`src/rtl/scsi_regs_pkg.sv`:
```
package scsi_regs_pkg;

  localparam int unsigned REG_CNT = 16;
  localparam int unsigned IDX_W   = 4;
  localparam int unsigned BYTE_W  = 8;

  localparam logic [IDX_W-1:0] IDX_CNT_LO = 4'd0;
  localparam logic [IDX_W-1:0] IDX_CNT_HI = 4'd1;
  localparam logic [IDX_W-1:0] IDX_FIFO   = 4'd2;
  localparam logic [IDX_W-1:0] IDX_CMD    = 4'd3;
  localparam logic [IDX_W-1:0] IDX_STAT   = 4'd4;
  localparam logic [IDX_W-1:0] IDX_INT    = 4'd5;
  localparam logic [IDX_W-1:0] IDX_FLEVEL = 4'd7;
  localparam logic [IDX_W-1:0] IDX_CFG    = 4'd8;
  localparam logic [IDX_W-1:0] IDX_OPT    = 4'd10;
  localparam logic [IDX_W-1:0] IDX_REV    = 4'd14;

  localparam logic [BYTE_W-1:0] REV_ID   = 8'h04;
  localparam logic [BYTE_W-1:0] OPT_MASK = 8'h15;

  localparam int unsigned ST_OVF = 0;
  localparam int unsigned ST_TC  = 4;
  localparam int unsigned ST_INT = 7;

  localparam int unsigned CFG_RSTINT_OFF = 6;

  localparam logic [BYTE_W-1:0] INT_BUSRST = 8'h80;
  localparam logic [BYTE_W-1:0] INT_DISC   = 8'h20;
  localparam logic [BYTE_W-1:0] INT_DONE   = 8'h08;

  localparam logic [BYTE_W-1:0] CODE_NOP     = 8'h00;
  localparam logic [BYTE_W-1:0] CODE_FLUSH   = 8'h01;
  localparam logic [BYTE_W-1:0] CODE_CHIPRST = 8'h02;
  localparam logic [BYTE_W-1:0] CODE_BUSRST  = 8'h03;
  localparam logic [BYTE_W-1:0] CODE_MSGACC  = 8'h12;

  typedef enum logic [2:0] {
    OP_NONE, OP_NOP, OP_FLUSH, OP_CHIPRST, OP_BUSRST, OP_MSGACC
  } cmd_op_e;

  typedef enum logic {
    TGT_BUSRST = 1'b0,
    TGT_MSGACC = 1'b1
  } tgt_op_e;

endpackage

```
`src/rtl/scsi_rst_sync.sv`:
```
module scsi_rst_sync #(
  parameter int unsigned STAGES = 2
) (
  input  logic clk,
  input  logic rst_n,
  output logic srst_n
);
  logic [STAGES-1:0] chain_q;

  always_ff @(posedge clk or negedge rst_n) begin
    if (!rst_n) chain_q <= '0;
    else        chain_q <= {chain_q[STAGES-2:0], 1'b1};
  end

  assign srst_n = chain_q[STAGES-1];
endmodule

```
`src/rtl/scsi_cmd_decode.sv`:
```
module scsi_cmd_decode
  import scsi_regs_pkg::*;
(
  input  logic [BYTE_W-1:0] code,
  output cmd_op_e           op
);
  always_comb begin
    unique case (code)
      CODE_NOP:     op = OP_NOP;
      CODE_FLUSH:   op = OP_FLUSH;
      CODE_CHIPRST: op = OP_CHIPRST;
      CODE_BUSRST:  op = OP_BUSRST;
      CODE_MSGACC:  op = OP_MSGACC;
      default:      op = OP_NONE;
    endcase
  end
endmodule

```
`src/rtl/scsi_xfer_fifo.sv`:
```
module scsi_xfer_fifo #(
  parameter int unsigned DEPTH = 16,
  parameter int unsigned WIDTH = 8,
  localparam int unsigned AW   = $clog2(DEPTH),
  localparam int unsigned CW   = $clog2(DEPTH + 1)
) (
  input  logic             clk,
  input  logic             srst_n,
  input  logic             push,
  input  logic             pop,
  input  logic             clr,
  input  logic [WIDTH-1:0] din,
  output logic [WIDTH-1:0] head,
  output logic [CW-1:0]    count,
  output logic             full
);
  logic [WIDTH-1:0] mem_q [DEPTH];
  logic [AW-1:0]    rptr_q, rptr_d, wptr_q, wptr_d;
  logic [CW-1:0]    cnt_q, cnt_d;
  logic             do_push, do_pop, empty;

  assign empty   = (cnt_q == '0);
  assign full    = (cnt_q == CW'(DEPTH));
  assign do_push = push && !full && !clr;
  assign do_pop  = pop && !empty && !clr;

  function automatic logic [AW-1:0] wrap_inc(input logic [AW-1:0] p);
    return (p == AW'(DEPTH - 1)) ? '0 : p + 1'b1;
  endfunction

  always_comb begin
    rptr_d = rptr_q;
    wptr_d = wptr_q;
    cnt_d  = cnt_q;
    if (clr) begin
      rptr_d = '0;
      wptr_d = '0;
      cnt_d  = '0;
    end else begin
      if (do_push) wptr_d = wrap_inc(wptr_q);
      if (do_pop)  rptr_d = wrap_inc(rptr_q);
      if (do_push && !do_pop)      cnt_d = cnt_q + 1'b1;
      else if (do_pop && !do_push) cnt_d = cnt_q - 1'b1;
    end
  end

  always_ff @(posedge clk or negedge srst_n) begin
    if (!srst_n) begin
      rptr_q <= '0;
      wptr_q <= '0;
      cnt_q  <= '0;
    end else begin
      rptr_q <= rptr_d;
      wptr_q <= wptr_d;
      cnt_q  <= cnt_d;
    end
  end

  always_ff @(posedge clk) begin
    if (do_push) mem_q[wptr_q] <= din;
  end

  assign head  = empty ? '0 : mem_q[rptr_q];
  assign count = cnt_q;

  p_no_overflow_r5: assert property (@(posedge clk) disable iff (!srst_n)
    cnt_q <= CW'(DEPTH));
  p_full_drop_r5: assert property (@(posedge clk) disable iff (!srst_n)
    (push && !pop && !clr && full) |=> full);
  p_empty_pop_r5: assert property (@(posedge clk) disable iff (!srst_n)
    (pop && !push && !clr && empty) |=> (cnt_q == '0));
  p_clear_r7: assert property (@(posedge clk) disable iff (!srst_n)
    clr |=> (cnt_q == '0));
endmodule

```
`src/rtl/scsi_host_regs.sv`:
```
module scsi_host_regs
  import scsi_regs_pkg::*;
#(
  parameter int unsigned FIFO_DEPTH = 16,
  parameter int unsigned ADDR_W     = 6,
  localparam int unsigned IDX_LSB   = 2,
  localparam int unsigned CNT_W     = $clog2(FIFO_DEPTH + 1)
) (
  input  logic              clk,
  input  logic              rst_n,
  input  logic              host_sel,
  input  logic              host_wr,
  input  logic [ADDR_W-1:0] host_addr,
  input  logic [7:0]        host_wdata,
  output logic [7:0]        host_rdata,
  output logic              irq_o,
  output logic              tgt_req_o,
  output logic              tgt_op_o,
  input  logic              tgt_ack_i
);
  logic srst_n;

  scsi_rst_sync #(.STAGES(2)) u_rst_sync (
    .clk    (clk),
    .rst_n  (rst_n),
    .srst_n (srst_n)
  );

  logic [IDX_W-1:0]  idx;
  logic              rd_acc, wr_acc;
  cmd_op_e           cmd_op;

  assign idx    = host_addr[IDX_LSB +: IDX_W];
  assign rd_acc = host_sel && !host_wr;
  assign wr_acc = host_sel && host_wr;

  scsi_cmd_decode u_cmd_decode (
    .code (host_wdata),
    .op   (cmd_op)
  );

  logic [BYTE_W-1:0] rimg_q [REG_CNT];
  logic [BYTE_W-1:0] rimg_d [REG_CNT];
  logic [BYTE_W-1:0] wimg_q [REG_CNT];
  logic [BYTE_W-1:0] wimg_d [REG_CNT];
  logic              irq_q, irq_d;
  logic              req_q, req_d;
  tgt_op_e           op_q, op_d;

  logic              fifo_push, fifo_pop, fifo_clr, chip_rst;
  logic              fifo_full, fifo_drop, fifo_drained;
  logic [BYTE_W-1:0] fifo_head;
  logic [CNT_W-1:0]  fifo_cnt;

  assign fifo_push    = wr_acc && (idx == IDX_FIFO);
  assign fifo_pop     = rd_acc && (idx == IDX_FIFO);
  assign chip_rst     = wr_acc && (idx == IDX_CMD) && (cmd_op == OP_CHIPRST);
  assign fifo_clr     = wr_acc && (idx == IDX_CMD) &&
                        ((cmd_op == OP_FLUSH) || (cmd_op == OP_CHIPRST));
  assign fifo_drop    = fifo_push && fifo_full;
  assign fifo_drained = fifo_pop && (fifo_cnt == CNT_W'(1));

  scsi_xfer_fifo #(.DEPTH(FIFO_DEPTH), .WIDTH(BYTE_W)) u_fifo (
    .clk    (clk),
    .srst_n (srst_n),
    .push   (fifo_push),
    .pop    (fifo_pop),
    .clr    (fifo_clr),
    .din    (host_wdata),
    .head   (fifo_head),
    .count  (fifo_cnt),
    .full   (fifo_full)
  );

  function automatic logic [BYTE_W-1:0] rimg_init(input int unsigned i);
    return (i == int'(IDX_REV)) ? REV_ID : '0;
  endfunction

  // next-state logic
  always_comb begin
    for (int i = 0; i < REG_CNT; i++) begin
      rimg_d[i] = rimg_q[i];
      wimg_d[i] = wimg_q[i];
    end
    irq_d = irq_q;
    req_d = req_q;
    op_d  = op_q;

    if (req_q && tgt_ack_i) req_d = 1'b0;

    if (wr_acc) begin
      wimg_d[idx] = host_wdata;
      unique case (idx)
        IDX_CNT_LO, IDX_CNT_HI: rimg_d[idx] = host_wdata;
        IDX_OPT:                rimg_d[idx] = host_wdata & OPT_MASK;
        IDX_CMD: begin
          rimg_d[IDX_CMD] = host_wdata;
          unique case (cmd_op)
            OP_FLUSH:  rimg_d[IDX_INT] = INT_DONE;
            OP_MSGACC: begin
              rimg_d[IDX_INT] = INT_DISC;
              req_d = 1'b1;
              op_d  = TGT_MSGACC;
            end
            OP_BUSRST: begin
              rimg_d[IDX_INT] = INT_BUSRST;
              req_d = 1'b1;
              op_d  = TGT_BUSRST;
              if (!wimg_q[IDX_CFG][CFG_RSTINT_OFF]) begin
                irq_d = 1'b1;
                rimg_d[IDX_STAT][ST_INT] = 1'b1;
              end
            end
            default: ;
          endcase
        end
        default: ;
      endcase
    end else if (rd_acc && (idx == IDX_INT)) begin
      rimg_d[IDX_STAT] = rimg_q[IDX_STAT] & (BYTE_W'(1) << ST_TC);
      irq_d = 1'b0;
    end

    if (fifo_drop)    rimg_d[IDX_STAT][ST_OVF] = 1'b1;
    if (fifo_drained) rimg_d[IDX_STAT][ST_TC]  = 1'b1;

    if (chip_rst) begin
      for (int i = 0; i < REG_CNT; i++) begin
        rimg_d[i] = rimg_init(i);
        wimg_d[i] = '0;
      end
      irq_d = 1'b0;
      req_d = 1'b0;
      op_d  = TGT_BUSRST;
    end
  end

  // register images, one flop group per index
  for (genvar g = 0; g < REG_CNT; g++) begin : g_reg
    always_ff @(posedge clk or negedge srst_n) begin
      if (!srst_n) begin
        rimg_q[g] <= rimg_init(g);
        wimg_q[g] <= '0;
      end else begin
        rimg_q[g] <= rimg_d[g];
        wimg_q[g] <= wimg_d[g];
      end
    end
  end

  always_ff @(posedge clk or negedge srst_n) begin
    if (!srst_n) begin
      irq_q <= 1'b0;
      req_q <= 1'b0;
      op_q  <= TGT_BUSRST;
    end else begin
      irq_q <= irq_d;
      req_q <= req_d;
      op_q  <= op_d;
    end
  end

  always_comb begin
    unique case (idx)
      IDX_FIFO:   host_rdata = fifo_head;
      IDX_FLEVEL: host_rdata = BYTE_W'(fifo_cnt);
      default:    host_rdata = rimg_q[idx];
    endcase
  end

  assign irq_o     = irq_q;
  assign tgt_req_o = req_q;
  assign tgt_op_o  = op_q;

  p_irq_drop_r10: assert property (@(posedge clk) disable iff (!srst_n)
    (rd_acc && idx == IDX_INT) |=> !irq_o);
  p_tc_kept_r10: assert property (@(posedge clk) disable iff (!srst_n)
    (rd_acc && idx == IDX_INT) |=>
      (((rimg_q[IDX_STAT] & ~(BYTE_W'(1) << ST_TC)) == '0) &&
       (rimg_q[IDX_STAT][ST_TC] == $past(rimg_q[IDX_STAT][ST_TC]))));
  p_rstint_masked_r8: assert property (@(posedge clk) disable iff (!srst_n)
    (wr_acc && idx == IDX_CMD && cmd_op == OP_BUSRST &&
     wimg_q[IDX_CFG][CFG_RSTINT_OFF] && !irq_o) |=> !irq_o);
  p_req_hold_r13: assert property (@(posedge clk) disable iff (!srst_n)
    (tgt_req_o && !tgt_ack_i && !chip_rst) |=> tgt_req_o);
  p_rev_after_reset_r11: assert property (@(posedge clk) disable iff (!srst_n)
    chip_rst |=> (rimg_q[IDX_REV] == REV_ID && fifo_cnt == '0 && !irq_o));
endmodule

```
`config.mk`:
```
export PLATFORM = sky130hd
export DESIGN_NAME = scsi_host_regs
export DESIGN_NICKNAME = d
export VERILOG_FILES = /design/src/rtl/scsi_regs_pkg.sv /design/src/rtl/scsi_rst_sync.sv /design/src/rtl/scsi_cmd_decode.sv /design/src/rtl/scsi_xfer_fifo.sv /design/src/rtl/scsi_host_regs.sv
export SDC_FILE = /design/constraint.sdc
export NUM_CORES = 1
export LEC_CHECK = 0
export ABC_CLOCK_PERIOD_IN_PS = 5360
export CAP_MARGIN = 20
export CORE_AREA = 2 2 152 139
export DETAILED_ROUTE_END_ITERATION = 8
export DIE_AREA = 0 0 154 141
export GPL_TIMING_DRIVEN = 0
export PLACE_DENSITY_LB_ADDON = 0.15
export SETUP_SLACK_MARGIN = 0.3
export SLEW_MARGIN = 30
export SYNTH_ARGS = -nofsm -noshare
export SYNTH_HDL_FRONTEND = slang
export SYNTH_HIERARCHICAL = 1
export SYNTH_SLANG_ARGS = --single-unit
```
`constraint.sdc`:
```
create_clock -name clk -period 5.36 [get_ports clk]
set_input_delay 1.608 -clock clk [delete_from_list [all_inputs] [get_ports clk]]
set_output_delay 1.608 -clock clk [all_outputs]
set_load 0.05 [all_outputs]
```
==> results.md, run 1 <==
Run status:
- The flow ran to the end, and the final reports show no timing, DRC or antenna violations.

Clock tree:
- The clock tree buffer depth is 3.
- In this run the clock root is driven by a clkbuf_16.
- The TritonCTS clock tree is done.
- The later pin in the worst-skew pair is clocked with a latency of roughly 550 ps.
- The number of hold buffers added after CTS was 0.
- Clock tree synthesis found a total of between 200 and 300 sinks.
- In this run, CTS created clock tree buffers numbering 28.
- After clock tree synthesis, the clock-pin slew on the worst setup and hold paths is 60 ps.
- The level count of the clock H-tree is 1.

Floorplanning:
- The die boundary width is about 150 um.
- The starting density of the core is 0.583.
- The floorplan step defined a core boundary enclosing ~20,000 sq um.
- After floorplanning, the core was divided into 50 placement rows.
- The die boundary height is between 100 and 150 um.
- 30 I/O pins were placed.
- The die covers around 22,000 sq um.

Power and ir drop:
- Internal power comes to ~3.8 mW.
- The power density over the cells is between 300 and 400 nW/um^2.
- Of the total power, the share spent switching nets is 0.272.
- The completed layout was analyzed and its total power is 5.17 mW.
- The combinational power share is 0.193.
- The worst-case IR drop observed on VDD is between 300 and 400 uV.
- The share of total power dissipated in the clock network is 0.357.
- Summed over all cells, the static leakage comes to about 5.5 nW.
- For this design the total switching power over the nets is ~1.4 mW.
- The sequential share of power is 0.450.

Critical path:
- The count of cells along the worst register-to-register path is 8.
- The count of buffer and inverter cells on the critical path is 5.
- The total stage count of the critical path is 9.
- The worst register-to-register path ends at u_fifo/count[4].
- The worst path required time is around 3800 ps.
- The startpoint identified for the worst register-to-register timing path is u_fifo/count[0].
- Following the worst setup path forward leads to its endpoint at host_rdata[3].
- STA classifies the critical path startpoint as an input port.
- The setup slack on the worst flop-to-flop path is between 2000 and 2500 ps.
- The cell type of the slowest stage on the worst timing path is clkdlybuf4s50_1.
- STA classifies the critical path endpoint as an output port.
- Of all nets on the critical path, the largest fanout is 11.
- The delay contributed by the slowest stage of the critical path is about 530 ps.
- Data arrives at the worst endpoint at 3450 ps.
- The critical path is of the input port to output port type.
- The startpoint of the most critical setup path is host_addr[4].
- The cell type group with the largest total delay on the critical path is buffers and inverters.
- Traced cell by cell, the critical path runs through clkdlybuf4s50_1 -> buf_6 -> buf_12 -> clkbuf_16 -> mux2i_1 -> a22oi_1 -> nand3_1 -> nand3_1 -> buf_6.

Synthesis:
- Of the total synthesized cell area, the portion taken by XOR and XNOR cells is 0.00592.
- Synthesis instantiated just over 70 different standard cells from the library.
- The post-synthesis compound-gate area fraction is 0.0544.
- The proportion of synthesized chip area in sequential cells is 0.622.
- After technology mapping, the gate count stands at around 830.
- The mean cell area of the mapped netlist is about 14 sq um.
- Counting flops and latches in the post-synthesis netlist gives around 270.
- The cell area after technology mapping is between 10,000 and 15,000 sq um.
- The number of flops mapped to enable cells by yosys is 128.
- Of the total synthesized cell area, the portion taken by full adders, half adders and majority gates is 0.0101.
- Measured against the total synthesized area, the mux share comes to 0.149.
- Yosys printed 6 warnings.
- The net count after synthesis is approximately 860.
- The dominant combinational cell family by area after synthesis is multiplexers.
- The async set-or-reset flop fraction in the synthesized netlist is 0.524.
- In the synthesized netlist the dominant register cell turns out to be dfrtp_1.
- The synthesized-area fraction occupied by and/or/nand/nor cells is 0.132.

STA:
- Based on the critical path, the design can be clocked at up to about 200 MHz.
- The worst path needs between 5000 and 6000 ps of the cycle, external delays included.
- The worst clock skew is 14.4 ps.
- For the pin with the worst max-slew slack, the measured transition is 1200 ps.
- Of the available clock period, the critical path in the final layout requires 0.944.
- Setup violations remaining at the end of the flow were counted as 0.
- The max-slew violation count was 0.
- The number of failing hold endpoints at the final stage is 0.
- Setup repair after global routing could not meet its margin everywhere.
- The headroom to the max-slew limit is 0.191.

Cells and area:
- Leaving out fill and tap cells, the most frequent cells in the layout are dfrtp_1, edfxtp_1, and2_1.
- After filler insertion, the fill cell instance count of the layout stands at ~1,400.
- For this run, the post-layout net count is around 930.
- The post-layout instance area is approximately 14,000 sq um.
- The library cell used most frequently in the layout, excluding fill and tap cells, is dfrtp_1.
- The layout cell share with drive strength beyond 1 is 0.208.
- The number of antenna diodes in the final layout is 0.
- The area growth from synthesis to layout is 14.8%.
- Registers take between 7000 and 8000 sq um.
- The area occupied by multi-input gates is approximately 4300 sq um.

Placed design:
- The sum of net half-perimeters after detailed placement is about 19 mm.
- Routability-driven placement finished with a final weighted congestion of ~0.90.
- During placement, the flow inserted port buffers numbering 27.
- The total placed instance area is 12,500 sq um.

Global route:
- The initial antenna violation count is 0.
- Entering global routing, the biggest net connects just over 50 pins.
- In the global route stage, overall resource usage came out at 0.271.
- The number of global-route vias before repair was between 7,000 and 8,000.
- The final global-route overflow total is 0.
- The first global-routing pass estimated between 40 and 50 mm of wire.

Job:
- Across the run, the number of max-cap violations was 0.

Drt:
- The antenna violation net count after detailed routing is 0.
- Dividing the detail-routed wire length by the instance count gives roughly 24 um.
- The via count normalized by instance count is about 6.4.
- The first TritonRoute pass finished after 5 iterations.
- The final routed wirelength across all metal layers is roughly 29 mm.
- The DRC violations left is 0.
- The DRC violation total after the first TritonRoute iteration is 691.
- The vias after detailed routing is between 7,000 and 8,000.

Hold path:
- The min-delay analysis places its worst path in the category register to register.
-- synthesized netlist by cell type (3+ instances only) --
library cell  instances  area [sq um]
a211oi_1              3          22.5
a21oi_1              25           125
a22o_1                8          70.1
a22oi_1              13          97.6
a31oi_1               4          25.0
and2_1               88           551
and4_1                4          35.0
and4bb_2              3          37.5
buf_2                20           100
buf_4                 4          30.0
clkbuf_1             22          82.6
clkbuf_2              3          15.0
dfrtp_1             140          3500
edfxtp_1            128          3840
ha_1                  8           100
inv_1                13          48.8
mux2_2               11           124
mux2i_1              36           360
mux4_1                5           131
mux4_2               51          1150
nand2_1              55           206
nand2b_1              6          37.5
nand3_1              32           160
nor2_1               36           135
nor2b_1              21           131
nor3_1               10          50.1
nor4_1                6          37.5
o211ai_1              5          37.5
o21ai_0              13          65.1
o31a_1                3          26.3
or4_1                 3          22.5
xnor2_1               6          52.6
-- cell families (layout without fill, tap and decap cells) --
group | Yosys count | after routing
simple gates | 283 | 283
buf+inv | 66 | 153
fa+ha+maj | 9 | 9
compound gates | 95 | 95
mux | 103 | 103
xor+xnor | 8 | 8
other cells | 1 | 1
flops | 269 | 269
-- worst min-delay path by stage --
stage / depth (start not counted) / end / startpoint / slack [ps]
after CTS: 0 / u_rst_sync/chain_q[1] / u_rst_sync/chain_q[0] / 360
after floorplan: 0 / u_rst_sync/chain_q[1] / u_rst_sync/chain_q[0] / 330
after global routing: 0 / u_rst_sync/chain_q[1] / u_rst_sync/chain_q[0] / 380
after detailed placement: 0 / u_rst_sync/chain_q[1] / u_rst_sync/chain_q[0] / 340
final: 0 / u_rst_sync/chain_q[1] / u_rst_sync/chain_q[0] / 360
after global placement: 0 / u_rst_sync/chain_q[1] / u_rst_sync/chain_q[0] / 340
-- metrics by stage --
stage	TNS, ps	setup slack (ps)	std cells	util	hold slack (ps)
3_3_place_gp	-80090	-717	1121	0.612	342
5_1_grt	0	285	1181	0.669	376
2_1_floorplan	0	707	834	-	331
3_5_place_dp	-61690	-701	1123	0.615	336
4_1_cts	0	281	1178	0.664	363
6_report	0	302	1181	0.669	362
-- worst register-to-register path, stage by stage, from the launching register on --
cell and delay (ps):
dfrtp_1 500, nor4_1 1050, a211oi_4 190, nand2_1 240
ha_1 300, a21oi_1 310, and2_1 220, a41oi_1 140
a31oi_1 210
-- power groups by stage --
stage	Clock [mW]	Combinational [mW]	Sequential [mW]
after floorplan	0	0.661	2.34
after global placement	0	0.887	2.37
after detailed placement	0	0.942	2.36
after CTS	1.87	0.978	2.32
after global routing	1.95	1.06	2.33
final	1.85	0.998	2.33
-- routing by layer --
layer,part of all wire,GRT usage
met5,0,0
met4,0.026,0.0743
met3,0.078,0.0538
met2,0.45,0.400
met1,0.44,0.417
-- what timing repair did --
| action | in CTS | in global routing |
|---|---|---|
| pin swaps | 0 | 0 |
| gates cloned | 1 | 1 |
| endpoints found under the setup margin | 140 | 9 |
| buffers inserted | 2 | 2 |
| gates resized for setup | 96 | 36 |
-- layout make-up --
class,instances,area share
Sequential cell,269,0.542
Multi-Input combinational cell,499,0.315
Clock buffer,39,0.0568
Buffer,53,0.0269
Tap cell,260,0.0239
Timing Repair Buffer,35,0.0236
Clock inverter,13,0.00773
Inverter,13,0.00359
-- flip-flops by register name, summed over array words and instances, names as in the netlist --
signal,flops
rimg_q,122
u_fifo/mem_q,128
u_fifo/count,5
tgt_op_o,1
u_fifo/rptr_q,4
wimg_q,1
irq_o,1
tgt_req_o,1
u_rst_sync/chain_q,2
u_fifo/wptr_q,4
Power figures use the tool's default switching activity.
==> run 2, diff against run 1 <==
Settings changed: CAP_MARGIN 20 to default, CTS_BUF_LIST from default to sky130_fd_sc_hd__clkbuf_8, GPL_TIMING_DRIVEN 0 to default.
==> results.md, run 2 (synthesis results as in run 1) <==
Run status:
- The run finished with clean final reports.

Cells and area:
- The area occupied by multi-input gates is 4160 sq um (-3.1%).
- The count of filler cells inserted in the layout is 1,488 (+6.7%).
- The register with the most flip-flops in the final layout is u_fifo/mem_q.
- The antenna diode instance count came to 0 (unchanged).
- The number of flip-flops in the largest register was 128 (unchanged).
- In the layout the commonest cells are dfrtp_1, edfxtp_1, and2_1.
- The area growth from synthesis to layout is 14.2%.
- The post-route non-filler standard cell count came to 1,197 (+1.4%).
- The net total in the final layout is 938 (+1.2%).
- The post-layout instance area is 13,500 sq um (-0.58%).
- The layout cell share with drive strength beyond 1 is 0.213 (+0.00498).
- Leaving out fill and tap cells, the most frequent cell in the layout is dfrtp_1.
- The sequential standard cell area came to 7380 sq um (about the same).

Critical path:
- STA classifies the critical path startpoint as an input port.
- The delay contributed by the slowest stage of the critical path is 560 ps (+30 ps).
- The start of the worst register-to-register path is u_fifo/count[1].
- The worst path required time is 3750 ps (about the same).
- The worst register-to-register path ends at u_fifo/count[4].
- The endpoint arrival time on the critical path was 3410 ps (-40 ps).
- Traced cell by cell, the critical path runs through dlygate4sd2_1 -> buf_12 -> mux4_2 -> mux2_2 -> nand2_1 -> nand3_1 -> buf_4.
- The count of cells along the worst register-to-register path is 8 (unchanged).
- The setup slack on the worst flop-to-flop path is 2070 ps (-50 ps).
- Among all stages on the critical path, the largest delay is contributed by mux4_2.
- The critical path is of the input port to output port type.
- STA classifies the critical path endpoint as an output port.
- The maximum fanout along the worst path was 11 (unchanged).

Power and ir drop:
- The cell-internal power is 3.49 mW (-7.2%).
- The worst-case vdd ir drop is 203 uV (-41%).
- The power density over the cells is 358 nW/um^2 (-5.7%).
- The sequential share of power is 0.480 (+0.030).
- The combinational power share is 0.196 (+0.003).
- The leakage power of the design is 5.56 nW (+1.6%).
- The clock power share is 0.324 (-0.033).
- The switching power of the nets is 1.35 mW (-3.6%).
- The switching power as a share of total power is 0.279 (+0.00766).
- The overall power consumption is 4.85 mW (-6.3%).

Job:
- The total of max-cap violations is 0 (unchanged).

Clock tree:
- The insertion delay of the later-clocked pin in the worst-skew pair is 550 ps (about the same).
- The total number of clock tree sinks is 269 (unchanged).
- The clock tree buffer depth is 3 (unchanged).
- The buffer type at the clock tree root is clkbuf_8.
- TritonCTS built the clock tree.
- The number of buffers created by CTS came to 43 (+54%).
- The clock transition time at the flip-flop clock pins of the worst setup and hold paths is 60 ps (about the same).
- The level count of the clock H-tree is 2 (+1).

Drt:
- The DRC violations left is 0 (unchanged).
- The final routed wirelength across all metal layers is 26.9 mm (-6.0%).
- The first-pass detailed-route iteration total is 5 (unchanged).
- The antenna violation net count after detailed routing came to 0 (unchanged).
- The routed wirelength normalized by instance count is 22.4 um (-7.2%).
- The via count normalized by instance count is 6.12 (-3.8%).
- The DRC violation total after the first TritonRoute iteration was 733 (+6.1%).
- The vias after detailed routing is 7,330 (-2.5%).

STA:
- The final worst-path cycle share is 0.937 (-0.00706).
- The max-slew violation count is 0 (unchanged).
- The maximum clock frequency was 199 MHz (+0.75%).
- Setup repair after global routing left no endpoint under its margin.
- The worst hold slack after final layout is 159 ps (-203 ps).
- The setup total negative slack came to 0 ps (unchanged).
- The headroom to the max-slew limit is 0.406 (+0.215).
- The number of endpoints failing setup at the final stage is 0 (unchanged).
- The time the final worst path needs with I/O delays and setup is 5020 ps (-37.8 ps).
- The number of failing hold endpoints at the final stage was 0 (unchanged).
- The worst clock skew is 27.1 ps (+12.8 ps).
- The slew of the pin with the lowest slew margin is 882 ps (-320 ps).

Global route:
- The initial antenna violation count was 0 (unchanged).
- The overall routing resource usage is 0.258 (-0.0129).
- The largest net degree at the start of global routing is 53 (+3.9%).
- The final global-route overflow total is 0 (unchanged).
- The first-pass GRT wire length is 42.5 mm (-4.5%).
- The number of global-route vias before repair is 7,489 (-0.83%).

Placed design:
- The sum of net half-perimeters after detailed placement is 17.3 mm (-9.2%).
- The count of port buffers added during placement is 27 (unchanged).
- The total placed instance area was 12,700 sq um (+1.5%).
- The cell count after placement is 1,122 (-0.089%).
- The final RePlAce weighted congestion is 0.862 (-4.4%).

Floorplanning:
- The starting density of the core was 0.583 (unchanged).
- The standard cell core area is 20,300 sq um (unchanged).
- The placement row count came to 50 (unchanged).
- The die boundary height is 141 um (unchanged).
- The die boundary width is 154 um (unchanged).
- The I/O pin count is 30 (unchanged).
- The overall die area is 21,700 sq um (unchanged).

Hold path:
- The path class of the lowest-slack min-delay path is register to async pin.
[run 2: critical path: cells and delay by family]
family,cells,cell delay [ps]
AND/OR/NAND/NOR,2,200
buffers and inverters,3,740
multiplexers,2,850
[run 2: worst max path at each step]
stage | startpoint | to | slack [ps]
6_report | host_addr[2] | host_rdata[0] | 340
5_1_grt | host_addr[3] | host_rdata[0] | 310
4_1_cts | host_addr[2] | host_rdata[0] | 370
3_5_place_dp | host_addr[2] | host_rdata[0] | 110
3_3_place_gp | host_addr[2] | host_rdata[2] | 120
2_1_floorplan | host_addr[2] | host_rdata[2] | 710
[run 2: per-stage QoR]
stage               setup slack [ps]  utilization
floorplan                        707            -
global placement                 123        0.622
detailed placement               107        0.625
CTS                              369        0.665
global route                     310        0.665
finish                           340        0.665
[run 2: area by class of cell]
class	count	area share
clock buffers	46	0.0468
clock inverters	26	0.00925
inverters	13	0.00361
multi-input cells	499	0.307
flip-flops and latches	269	0.546
well taps	260	0.0241
repair buffers	84	0.0634
[run 2: routing by layer]
layer | GRT usage | part of all wire | vias to the layer above
met2 | 0.380 | 0.46 | 281
li1 | - | - | 3244
met3 | 0.0467 | 0.068 | 39
met1 | 0.402 | 0.46 | 3766
met5 | 0 | 0 | -
met4 | 0.0689 | 0.016 | 0
[run 2: power groups by stage]
| stage | Combinational (mW) | Clock, mW | Sequential (mW) |
|---|---|---|---|
| 3_3_place_gp | 0.869 | 0 | 2.38 |
| 2_1_floorplan | 0.661 | 0 | 2.34 |
| 4_1_cts | 0.950 | 1.62 | 2.32 |
| 5_1_grt | 1.02 | 1.70 | 2.34 |
| 3_5_place_dp | 0.914 | 0 | 2.38 |
| 6_report | 0.949 | 1.57 | 2.33 |
[run 2: timing repair]
| action | in CTS | in global routing |
|---|---|---|
| buffers inserted | 1 | 0 |
| hold buffers | 0 | 0 |
| resized for setup | 6 | 0 |
| endpoints found under the setup margin | 8 | 0 |
==> run 3, diff against run 2 <==
Settings changed: TNS_END_PERCENT from default to 10.
==> results.md, run 3 (synthesis results as in run 1) <==
Run status:
- The run finished with clean final reports.

Cells and area:
- Compared with the post-synthesis result, the final layout area differs by 14.4%.
- The top cell types in the final layout, fill and taps aside, are dfrtp_1, edfxtp_1, and2_1.
- u_fifo/mem_q holds more flip-flops than any other register.
- The layout cell share with drive strength beyond 1 came to 0.215 (+0.00168).
- The post-route non-filler standard cell count was 1,199 (+0.17%).
- The commonest non-fill, non-tap cell in the layout is dfrtp_1.
- The net total in the final layout is 940 (+0.21%).
- The sequential standard cell area is 7380 sq um (about the same).
- The count of filler cells inserted in the layout is 1,481 (-0.47%).
- The antenna diode instance count is 0 (unchanged).
- The number of flip-flops in the largest register was 128 (unchanged).
- The area occupied by multi-input gates is 4160 sq um (unchanged).

Floorplanning:
- The die boundary height is 141 um (unchanged).
- The die boundary width came to 154 um (unchanged).
- The standard cell core area is 20,300 sq um (unchanged).
- The placement row count was 50 (unchanged).
- The I/O pin count is 30 (unchanged).
- The overall die area is 21,700 sq um (unchanged).
- The starting density of the core is 0.583 (unchanged).

STA:
- The slew of the pin with the lowest slew margin came to 922 ps (+39.3 ps).
- The maximum clock frequency came to 199 MHz (-0.19%).
- Setup repair after global routing left no endpoint under its margin.
- The final worst-path cycle share is 0.938 (+0.00174).
- The max-slew violation count came to 0 (unchanged).
- The number of failing hold endpoints at the final stage is 0 (unchanged).
- The headroom to the max-slew limit is 0.380 (-0.0264).
- The worst clock skew is 25.2 ps (-1.99 ps).
- The time the final worst path needs with I/O delays and setup is 5030 ps (+9.34 ps).
- The setup total negative slack was 0 ps (unchanged).
- The number of endpoints failing setup at the final stage is 0 (unchanged).

Critical path:
- The setup slack on the worst flop-to-flop path is 2020 ps (-50 ps).
- The endpoint arrival time on the critical path is 3420 ps (about the same).
- The maximum fanout along the worst path is 11 (unchanged).
- The type of origin of the critical path is an input port.
- The startpoint-to-endpoint class of the critical path is input port to output port.
- The startpoint identified for the worst register-to-register timing path is u_fifo/count[1].
- The count of cells along the worst register-to-register path is 8 (unchanged).
- The cell type of the slowest stage on the worst timing path is mux4_2.
- Walking the worst path, the cells encountered are dlygate4sd2_1 -> buf_12 -> mux4_2 -> mux2_2 -> nand2_1 -> nand3_1 -> buf_4.
- The startpoint of the most critical setup path is host_addr[2].
- The delay contributed by the slowest stage of the critical path is 560 ps (about the same).
- The worst setup path is captured at an output port.
- The worst register-to-register path ends at u_fifo/count[4].
- The worst path required time is 3750 ps (about the same).

Clock tree:
- The clock tree buffer depth is 3 (unchanged).
- The total number of clock tree sinks is 269 (unchanged).
- TritonCTS built the clock tree.
- The number of buffers created by CTS is 43 (unchanged).
- The clock transition time at the flip-flop clock pins of the worst setup and hold paths came to 60 ps (about the same).
- Clock tree synthesis selected as its root buffer the cell clkbuf_8.
- The insertion delay of the later-clocked pin in the worst-skew pair is 550 ps (about the same).
- The level count of the clock H-tree is 2 (unchanged).

Drt:
- The antenna violation net count after detailed routing is 0 (unchanged).
- The first-pass detailed-route iteration total is 5 (unchanged).
- The vias after detailed routing is 7,305 (-0.34%).
- The final routed wirelength across all metal layers was 26.9 mm (about the same).
- The via count normalized by instance count is 6.09 (-0.51%).
- The routed wirelength normalized by instance count came to 22.4 um (about the same).
- The DRC violation total after the first TritonRoute iteration is 811 (+11%).
- The DRC violations left is 0 (unchanged).

Global route:
- The number of global-route vias before repair is 7,484 (-0.067%).
- The overall routing resource usage was 0.257 (-0.000480).
- The first-pass GRT wire length is 42.5 mm (-0.16%).
- The final global-route overflow total came to 0 (unchanged).
- The initial antenna violation count was 0 (unchanged).
- The largest net degree at the start of global routing came to 53 (unchanged).

Power and ir drop:
- The power density over the cells is 360 nW/um^2 (+0.33%).
- The leakage power of the design is 5.57 nW (+0.24%).
- The worst-case vdd ir drop is 203 uV (about the same).

Placed design:
- The count of port buffers added during placement was 27 (unchanged).
- The cell count after placement is 1,122 (unchanged).
- The final RePlAce weighted congestion is 0.862 (unchanged).
- The sum of net half-perimeters after detailed placement was 17.3 mm (unchanged).

Hold path:
- The path class of the tightest hold or removal check is register to async pin.

Job:
- The total of max-cap violations is 0 (unchanged).
-- run 3: cell type report --
cell class | instances | area share
Sequential cell | 269 | 0.545
Multi-Input combinational cell | 499 | 0.307
Timing Repair Buffer | 86 | 0.0649
Clock buffer | 46 | 0.0467
Tap cell | 260 | 0.0240
Clock inverter | 26 | 0.00924
Inverter | 13 | 0.00360
-- run 3: how the worst max path moves through the flow --
stage | end | slack (ps) | cells past startpoint
after floorplan | host_rdata[2] | 710 | 6
after global placement | host_rdata[2] | 120 | 7
after detailed placement | host_rdata[0] | 110 | 7
after CTS | host_rdata[5] | 250 | 8
after global routing | host_rdata[0] | 310 | 7
final | host_rdata[0] | 330 | 7
-- run 3: routing by layer --
layer,vias to the layer above,GRT usage,wire (um),share of wire
met5,-,0,0,0
met4,0,0.0689,446,0.017
met3,37,0.0467,1770,0.066
met2,272,0.379,12300,0.46
met1,3750,0.402,12300,0.46
li1,3246,-,-,-
-- run 3: through the flow --
stage | hold WS (ps) | util | power (mW) | cell area [sq um] | setup WS, ps
floorplan | 331 | - | 3.00 | 11800 | 707
global placement | 339 | 0.622 | 3.25 | 12700 | 123
detailed placement | 159 | 0.625 | 3.29 | 12700 | 107
CTS | 165 | 0.665 | 4.89 | 13500 | 253
global route | 168 | 0.666 | 5.08 | 13500 | 310
finish | 158 | 0.666 | 4.87 | 13500 | 331
-- run 3: repair_timing --
action,in CTS,in global routing
cloned,2,0
buffers inserted,0,3
setup endpoints to repair,8,3
hold buffers,0,0
gates resized for setup,6,2
-- run 3: where the power goes --
group	switching (mW)	internal, mW
sequential	0.0873	2.24
combinational	0.496	0.469
clock	0.779	0.795
total	1.36	3.51
-- run 3: worst max-delay path, delay by kind of cell --
kind          cells  cell delay (ps)
mux               2              850
buf+inv           3              750
simple gates      2              200
